--- src/rtl/avb_pkg.sv ---
package avb_pkg;

    typedef enum logic [1:0] {
        ST_IDLE   = 2'd0,
        ST_SETTLE = 2'd1,
        ST_HIGH   = 2'd2
    } pulse_state_t;

endpackage

--- src/rtl/avb_formatter.sv ---
module avb_formatter #(
    parameter int IN_W  = 12,
    parameter int LOW_W = 10,
    parameter int BUS_W = 13
) (
    input  logic [IN_W-1:0]  angle_in,
    input  logic [IN_W-1:0]  velocity_in,
    input  logic             sel_velocity,
    input  logic             res_12bit,
    output logic [BUS_W-1:0] word_out
);
    localparam int DROP   = IN_W - LOW_W;
    localparam int PAD_HI = BUS_W - IN_W;
    localparam int PAD_LO = BUS_W - LOW_W;

    logic [BUS_W-1:0] ang_full;
    logic [BUS_W-1:0] ang_low;
    logic [BUS_W-1:0] vel_full;
    logic [BUS_W-1:0] vel_low;

    // Angle: unsigned, zero-padded above the active resolution
    assign ang_full = {{PAD_HI{1'b0}}, angle_in};
    assign ang_low  = {{PAD_LO{1'b0}}, angle_in[IN_W-1:DROP]};

    // Velocity: signed, sign-extended to the full bus width
    assign vel_full = {{PAD_HI{velocity_in[IN_W-1]}}, velocity_in};
    assign vel_low  = {{PAD_LO{velocity_in[IN_W-1]}}, velocity_in[IN_W-1:DROP]};

    always_comb begin
        unique case ({sel_velocity, res_12bit})
            2'b00:   word_out = ang_low;
            2'b01:   word_out = ang_full;
            2'b10:   word_out = vel_low;
            default: word_out = vel_full;
        endcase
    end
endmodule

--- src/rtl/avb_capture.sv ---
module avb_capture #(
    parameter int BUS_W = 13
) (
    input  logic             clk,
    input  logic             rst_n,
    input  logic             load,
    input  logic [BUS_W-1:0] word_in,
    output logic [BUS_W-1:0] bus_q
);
    always_ff @(posedge clk or negedge rst_n) begin
        if (!rst_n) begin
            bus_q <= '0;
        end else if (load) begin
            bus_q <= word_in;
        end
    end
endmodule

--- src/rtl/avb_pulse_fsm.sv ---
module avb_pulse_fsm
    import avb_pkg::*;
#(
    parameter int PULSE_CYC = 3
) (
    input  logic clk,
    input  logic rst_n,
    input  logic take,
    input  logic run,
    output logic clk_out
);
    localparam int CNT_W = (PULSE_CYC > 1) ? $clog2(PULSE_CYC) : 1;
    localparam logic [CNT_W-1:0] LAST = CNT_W'(PULSE_CYC - 1);

    pulse_state_t state_q, state_d;
    logic [CNT_W-1:0] cnt_q;

    // State register
    always_ff @(posedge clk or negedge rst_n) begin
        if (!rst_n) begin
            state_q <= ST_IDLE;
        end else begin
            state_q <= state_d;
        end
    end

    // High-phase counter
    always_ff @(posedge clk or negedge rst_n) begin
        if (!rst_n) begin
            cnt_q <= '0;
        end else if (state_q != ST_HIGH) begin
            cnt_q <= '0;
        end else begin
            cnt_q <= cnt_q + 1'b1;
        end
    end

    // Next state
    always_comb begin
        state_d = state_q;
        unique case (state_q)
            ST_IDLE: begin
                if (take) state_d = ST_SETTLE;
            end
            ST_SETTLE: begin
                if (!run)      state_d = ST_IDLE;
                else if (take) state_d = ST_SETTLE;
                else           state_d = ST_HIGH;
            end
            ST_HIGH: begin
                if (!run)               state_d = ST_IDLE;
                else if (take)          state_d = ST_SETTLE;
                else if (cnt_q == LAST) state_d = ST_IDLE;
                else                    state_d = ST_HIGH;
            end
            default: state_d = ST_IDLE;
        endcase
    end

    // Output: clock high only in the high phase and while running
    always_comb begin
        clk_out = (state_q == ST_HIGH) && run;
    end
endmodule

--- src/rtl/ang_vel_bus_out.sv ---
module ang_vel_bus_out #(
    parameter int IN_W      = 12,
    parameter int LOW_W     = 10,
    parameter int BUS_W     = 13,
    parameter int PULSE_CYC = 3
) (
    input  logic             clk,
    input  logic             rst_n,
    input  logic             smp_valid,
    input  logic [IN_W-1:0]  angle_in,
    input  logic [IN_W-1:0]  velocity_in,
    input  logic             sel_velocity,
    input  logic             res_12bit,
    input  logic             hold_n,
    input  logic             loop_en,
    output logic [BUS_W-1:0] out_bus,
    output logic             out_clk
);
    logic             run;
    logic             take;
    logic [BUS_W-1:0] fmt_word;

    assign run  = hold_n & loop_en;
    assign take = smp_valid & run;

    avb_formatter #(
        .IN_W (IN_W),
        .LOW_W(LOW_W),
        .BUS_W(BUS_W)
    ) u_fmt (
        .angle_in    (angle_in),
        .velocity_in (velocity_in),
        .sel_velocity(sel_velocity),
        .res_12bit   (res_12bit),
        .word_out    (fmt_word)
    );

    avb_capture #(
        .BUS_W(BUS_W)
    ) u_cap (
        .clk    (clk),
        .rst_n  (rst_n),
        .load   (take),
        .word_in(fmt_word),
        .bus_q  (out_bus)
    );

    avb_pulse_fsm #(
        .PULSE_CYC(PULSE_CYC)
    ) u_fsm (
        .clk    (clk),
        .rst_n  (rst_n),
        .take   (take),
        .run    (run),
        .clk_out(out_clk)
    );
endmodule

--- config.mk ---
export PLATFORM = sky130hd
export DESIGN_NAME = ang_vel_bus_out
export DESIGN_NICKNAME = d
export VERILOG_FILES = /design/src/rtl/avb_pkg.sv /design/src/rtl/avb_formatter.sv /design/src/rtl/avb_capture.sv /design/src/rtl/avb_pulse_fsm.sv /design/src/rtl/ang_vel_bus_out.sv
export SDC_FILE = /design/constraint.sdc
export NUM_CORES = 1
export LEC_CHECK = 0
export BUFFER_PORTS_ARGS = -buffer_cell sky130_fd_sc_hd__buf_2
export CAP_MARGIN = 40
export CORE_MARGIN = 2
export CORE_UTILIZATION = 43
export DETAILED_ROUTE_END_ITERATION = 6
export HOLD_SLACK_MARGIN = 0.05
export PLACE_DENSITY = 0.85
export SYNTH_ARGS = -nofsm -noshare
export SYNTH_HDL_FRONTEND = slang
export SYNTH_SLANG_ARGS = --single-unit
--- constraint.sdc ---
create_clock -name clk -period 1.2 [get_ports clk]
set_input_delay 0.12 -clock clk [delete_from_list [all_inputs] [get_ports clk]]
set_output_delay 0.12 -clock clk [all_outputs]
set_load 0.005 [all_outputs]
# Word-level counts from Yosys, hierarchy flattened
# Index checks and enable logic that the tools add are counted.
dict set report word_totals {
  reg_bits 17
  output_inout_bits 14
  word_cells 25
}
dict set report op_classes {
  addsub 1
  eq_ne 7
  mux 9
  n_bitwise 2
  n_reduce_logical 3
}
# op count
set op_table {}
lappend op_table {{$pmux 13 s3} 1}
lappend op_table {{$mux 2} 7}
lappend op_table {{$eq 2x2->1 const B} 3}
lappend op_table {{$pmux 2 s3} 1}
lappend op_table {{$eq 2x1->1 const B} 2}
lappend op_table {{$logic_not 2->1} 2}
lappend op_table {{$ne 2x2->1 const B} 2}
lappend op_table {{$add 2x1->2 const B} 1}
lappend op_table {{$and 1x1->1} 2}
lappend op_table {{$logic_and 1x1->1} 1}

# Depth between registers and ports, before layout
dict set report logic_depth {
  depth_word 5
  depth_mapped 4
  mapped_depth_nobuf 4
}

# Cells and area by module
# Synthesis repeated with hierarchy kept, for this count alone.
dict set report unflattened {
  cells_unflattened 64
  area_unflattened_um2 1031.0
}
# module instances cells_per_inst area_per_inst_um2
set by_module_without_submodules {}
lappend by_module_without_submodules {avb_capture 1 27 520.5}
lappend by_module_without_submodules {avb_formatter 1 18 312.8}
lappend by_module_without_submodules {avb_pulse_fsm 1 17 185.2}
lappend by_module_without_submodules {ang_vel_bus_out 1 2 12.5}

# Least setup slack after synthesis
# No wires, ideal clock.
dict set report synth_timing {
  kind {reg2reg}
  startpoint {register u_fsm.state_q[0]}
  endpoint {register u_fsm.state_q[1]}
  setup_ns 0.086
  t_arrival_ns 0.810
  setup_slack_ns 0.304
  path_stages_with_launch 4
  n_path_buf 0
  synth_period_minus_slack_ns 0.896
  cell_sequence {dfrtp_1 -> nand2b_1 -> o21a_1 -> nor3_1}
}
dict set report synth_between {
  elab_chain_cells 2
}
# item line_no
set synth_rtl {}
lappend synth_rtl {{start, declared} avb_pulse_fsm.sv:15} ;# pulse_state_t state_q, state_d;
lappend synth_rtl {{start signal, assigned} avb_pulse_fsm.sv:23} ;# state_q <= state_d;
lappend synth_rtl {{$eq 2x2->1 (tied with other cells)} avb_pulse_fsm.sv:41} ;# unique case (state_q)
lappend synth_rtl {{$pmux 2 s3 / $ne 2x2->1 (equally long branches)} -}
# Parallel ways exist; a longest one is shown, timed or not.
# A chain may end at the register's enable or synchronous reset.

# Worst setup path after layout
dict set report layout_timing {
  startpoint {register u_fsm.state_q[0]}
  endpoint {output port out_clk}
}
dict set report layout_between {
  elab_chain_cells 2
}
# item line_no
set layout_rtl {}
lappend layout_rtl {{$eq 2x2->1} avb_pulse_fsm.sv:62} ;# clk_out = (state_q == ST_HIGH) && run;
lappend layout_rtl {{$logic_and 1x1->1} avb_pulse_fsm.sv:62}
lappend layout_rtl {{end, declared} ang_vel_bus_out.sv:17} ;# output logic out_clk
# No other way between the ends.

==> impl_results.md <==
- Status: complete, no violations
- P&R area growth vs syn: 30.66%
- Pwr Density: 1085 mW/mm²
- Ant. Diodes: 0
- Pins over their slew limit: 0
- Die area: 0.002645 mm²
- Initial antenna violation count: 0
- Root Driver: clkbuf_4
- Core area: 0.002170 mm²
- Yosys cell types: 21
- Post-Synth XOR/XNOR Area: 0%
- Commonest cells in the netlist: mux2i_1, dfrtp_1, nand2_1
- Setup total negative slack: 0 ps
- Total Nets Final: 168
- Max_slew headroom: 73.96%
- Starting DRT DRC Count: 5
- Final setup viols: 0
- Clock Latency Late Sink: 290 ps
- Reg2Reg Depth: 4
- Avg Synthesized Cell Area: 11.25 µm²
- Total grt overflow: 0
- YS warnings: 0
- Main combinational cell family by area after synthesis: multiplexers
- HPWL after DPL: 1716 µm
- Clk sink count: 17
- H-tree Lvls: 1
- Crit path time final: 1155 ps
- Vias in the first global route: 886
- Hold WS: 70.34 ps
- Global-route wire length before repair: 3788 µm
- Chip height: 51.43 µm
- Largest net degree at the start of global routing: 22
- Seq cells post-synth: 17
- Multiplexer area fraction after synthesis: 22.25%
- Max VDD drop: 0.6822 mV
- CTS tree: built
- Worst path arrival time: 1030 ps
- WL per Instance: 14.55 µm
- DIE WIDTH: 51.43 µm
- Drt total wl: 2371 µm
- Post-synthesis adder-cell area fraction: 1.294%
- EDFF count, synth: 0
- Critical path class: flip-flop to primary output
- Final Cycle Share: 96.23%
- Yosys top cell area share: 43.98%
- Initial Utilization: 44.58%
- Net count after synthesis: 118
- Row count: 17
- Final antenna-violating net count: 0
- CP required: 1080 ps
- Synthesized cell area: 967.2 µm²
- # DRC: 0
- Yosys top cell by area: dfrtp_1
- Post-synthesis compound-gate area fraction: 14.10%
- I/O Buffers: 44
- Worst-path cell chain: nand2b_4, nor2_1, buf_2
- CP Capture Type: primary output
- Total vias in the final route: 895
- Post-Synth Simple-Gate Area: 13.32%
- LEAKAGE: 0.6769 nW
- Synth top area cells: dfrtp_1, mux2i_1, o221ai_1, nand2_1, buf_6
- Mapped Cells: 86
- Final hold violation count: 0
- Deepest clock path buffer count: 2
- Most common flop cell mapped by yosys: dfrtp_1
- Pre-Repair DR Iteration Count: 4
- Total CTS buffers: 3
- Post-synthesis sequential area ratio: 43.98%
- Hold Crit Depth: 2
- Max-cap viol count: 0
- Fmax: 866.0 MHz
- Worst Clk Skew: 0.4254 ps
- Boundary Pins: 45
- Vias/cell: 5.491
- Slowest cell on crit path: dfrtp_1
- Layout cell share with drive strength beyond 1: 42.22%
- CP peak stage delay: 400 ps
- GPL Wtd Cong: 0.7250
- Post-synth ARST share: 100.0%
- Gr usage total: 19.49%
- Most frequent cell after synthesis: mux2i_1
- Clock-pin slew of the registers on the worst-case setup and hold paths: 100 ps
- Worst hold path type: primary input to flip-flop
- Crit Path Max Fanout: 3
- Setup crit start kind: flip-flop
- Worst Tran Pin Value: 390.7 ps
-- routing by layer --
metal,track usage [%],part of all wire [%],vias up
met2,32.05,50,30
met1,23.69,41,428
li1,-,-,429
met3,4.094,5.8,8
met4,10.53,2.8,0
met5,0,0,-
-- placed cells by master, fill, tap and decap left out --
cell / n
o21a_1: 1
inv_1: 1
a22oi_1: 1
o21ai_1: 3
dfrtp_1: 17
mux2_4: 1
nand4b_2: 1
nand3_2: 1
buf_2: 44
a21boi_1: 1
nor2_1: 3
nand4_2: 1
mux2i_1: 20
clkbuf_1: 1
clkbuf_4: 3
nor2b_1: 1
o221ai_1: 9
buf_4: 3
a21oi_1: 1
nand2b_4: 1
ha_1: 1
dlygate4sd3_1: 1
nor3_1: 1
o221ai_2: 1
nand2_1: 15
nand2b_1: 1
buf_12: 1
-- worst max-delay path: cells and delay by family (launching register included) --
kind	cells	cell delay [ps]
flip-flops	1	400
AND/OR/NAND/NOR	2	220
buffers and inverters	1	110
-- cell type report --
type	count	area, µm²
inverter	1	3.754
tap	28	35.03
fill	200	905.9
timing repair buffer	49	272.8
multi-input combinational	64	500.5
clock buffer	4	26.28
sequential	17	425.4
-- stage by stage --
step / power (W) / util (%) / area (µm²) / std cells / setup WS, ps
after CTS: 0.001375 / 57.21 / 1241 / 160 / 12.58
after floorplan: 0.0008830 / - / 967.2 / 86 / 304.3
after global routing: 0.001453 / 58.25 / 1264 / 163 / -3.638
after detailed placement: 0.001065 / 55.19 / 1197 / 155 / 188.9
after global placement: 0.001053 / 55.19 / 1197 / 155 / 226.6
final: 0.001371 / 58.25 / 1264 / 163 / 45.24
-- state kept, by name (all words and copies together) (netlist names) --
| signal | flops |
|---|---|
| u_cap.bus_q | 13 |
| u_fsm.state_q | 2 |
| u_fsm.cnt_q | 2 |
-- report_power, final --
| part | switching [W] | internal (W) |
|---|---|---|
| clock network | 0.000183 | 0.000129 |
| logic | 0.000171 | 0.000188 |
| registers | 0.0000456 | 0.000654 |
| total | 0.000399 | 0.000971 |
-- cell families after synthesis --
kind of cell,count (synthesis)
AO/OA/AOI/OAI,17
adder cells (fa/ha/maj),1
buffers and inverters,5
flip-flops,17
multiplexers,21
AND/OR/NAND/NOR,25
-- final timing paths --
kind,start,endpoint,slack (ps)
max,u_fsm.state_q[0],out_clk,50
min,smp_valid,u_fsm.state_q[1],70
max reg2reg,u_fsm.state_q[0],u_fsm.state_q[1],160
min reg2reg,u_fsm.cnt_q[0],u_fsm.cnt_q[0],470
max in group asynchronous,rst_n,u_cap.bus_q[5],650
min in group asynchronous,rst_n,u_cap.bus_q[10],270
-- what timing repair did --
item,CTS,global route
hold buffers,1,0
gates resized for setup,1,0
setup buffers,0,3
endpoints found under the hold margin,17,0
setup endpoints to repair,1,1
pin swaps,0,1
Power figures use the tool's default switching activity.
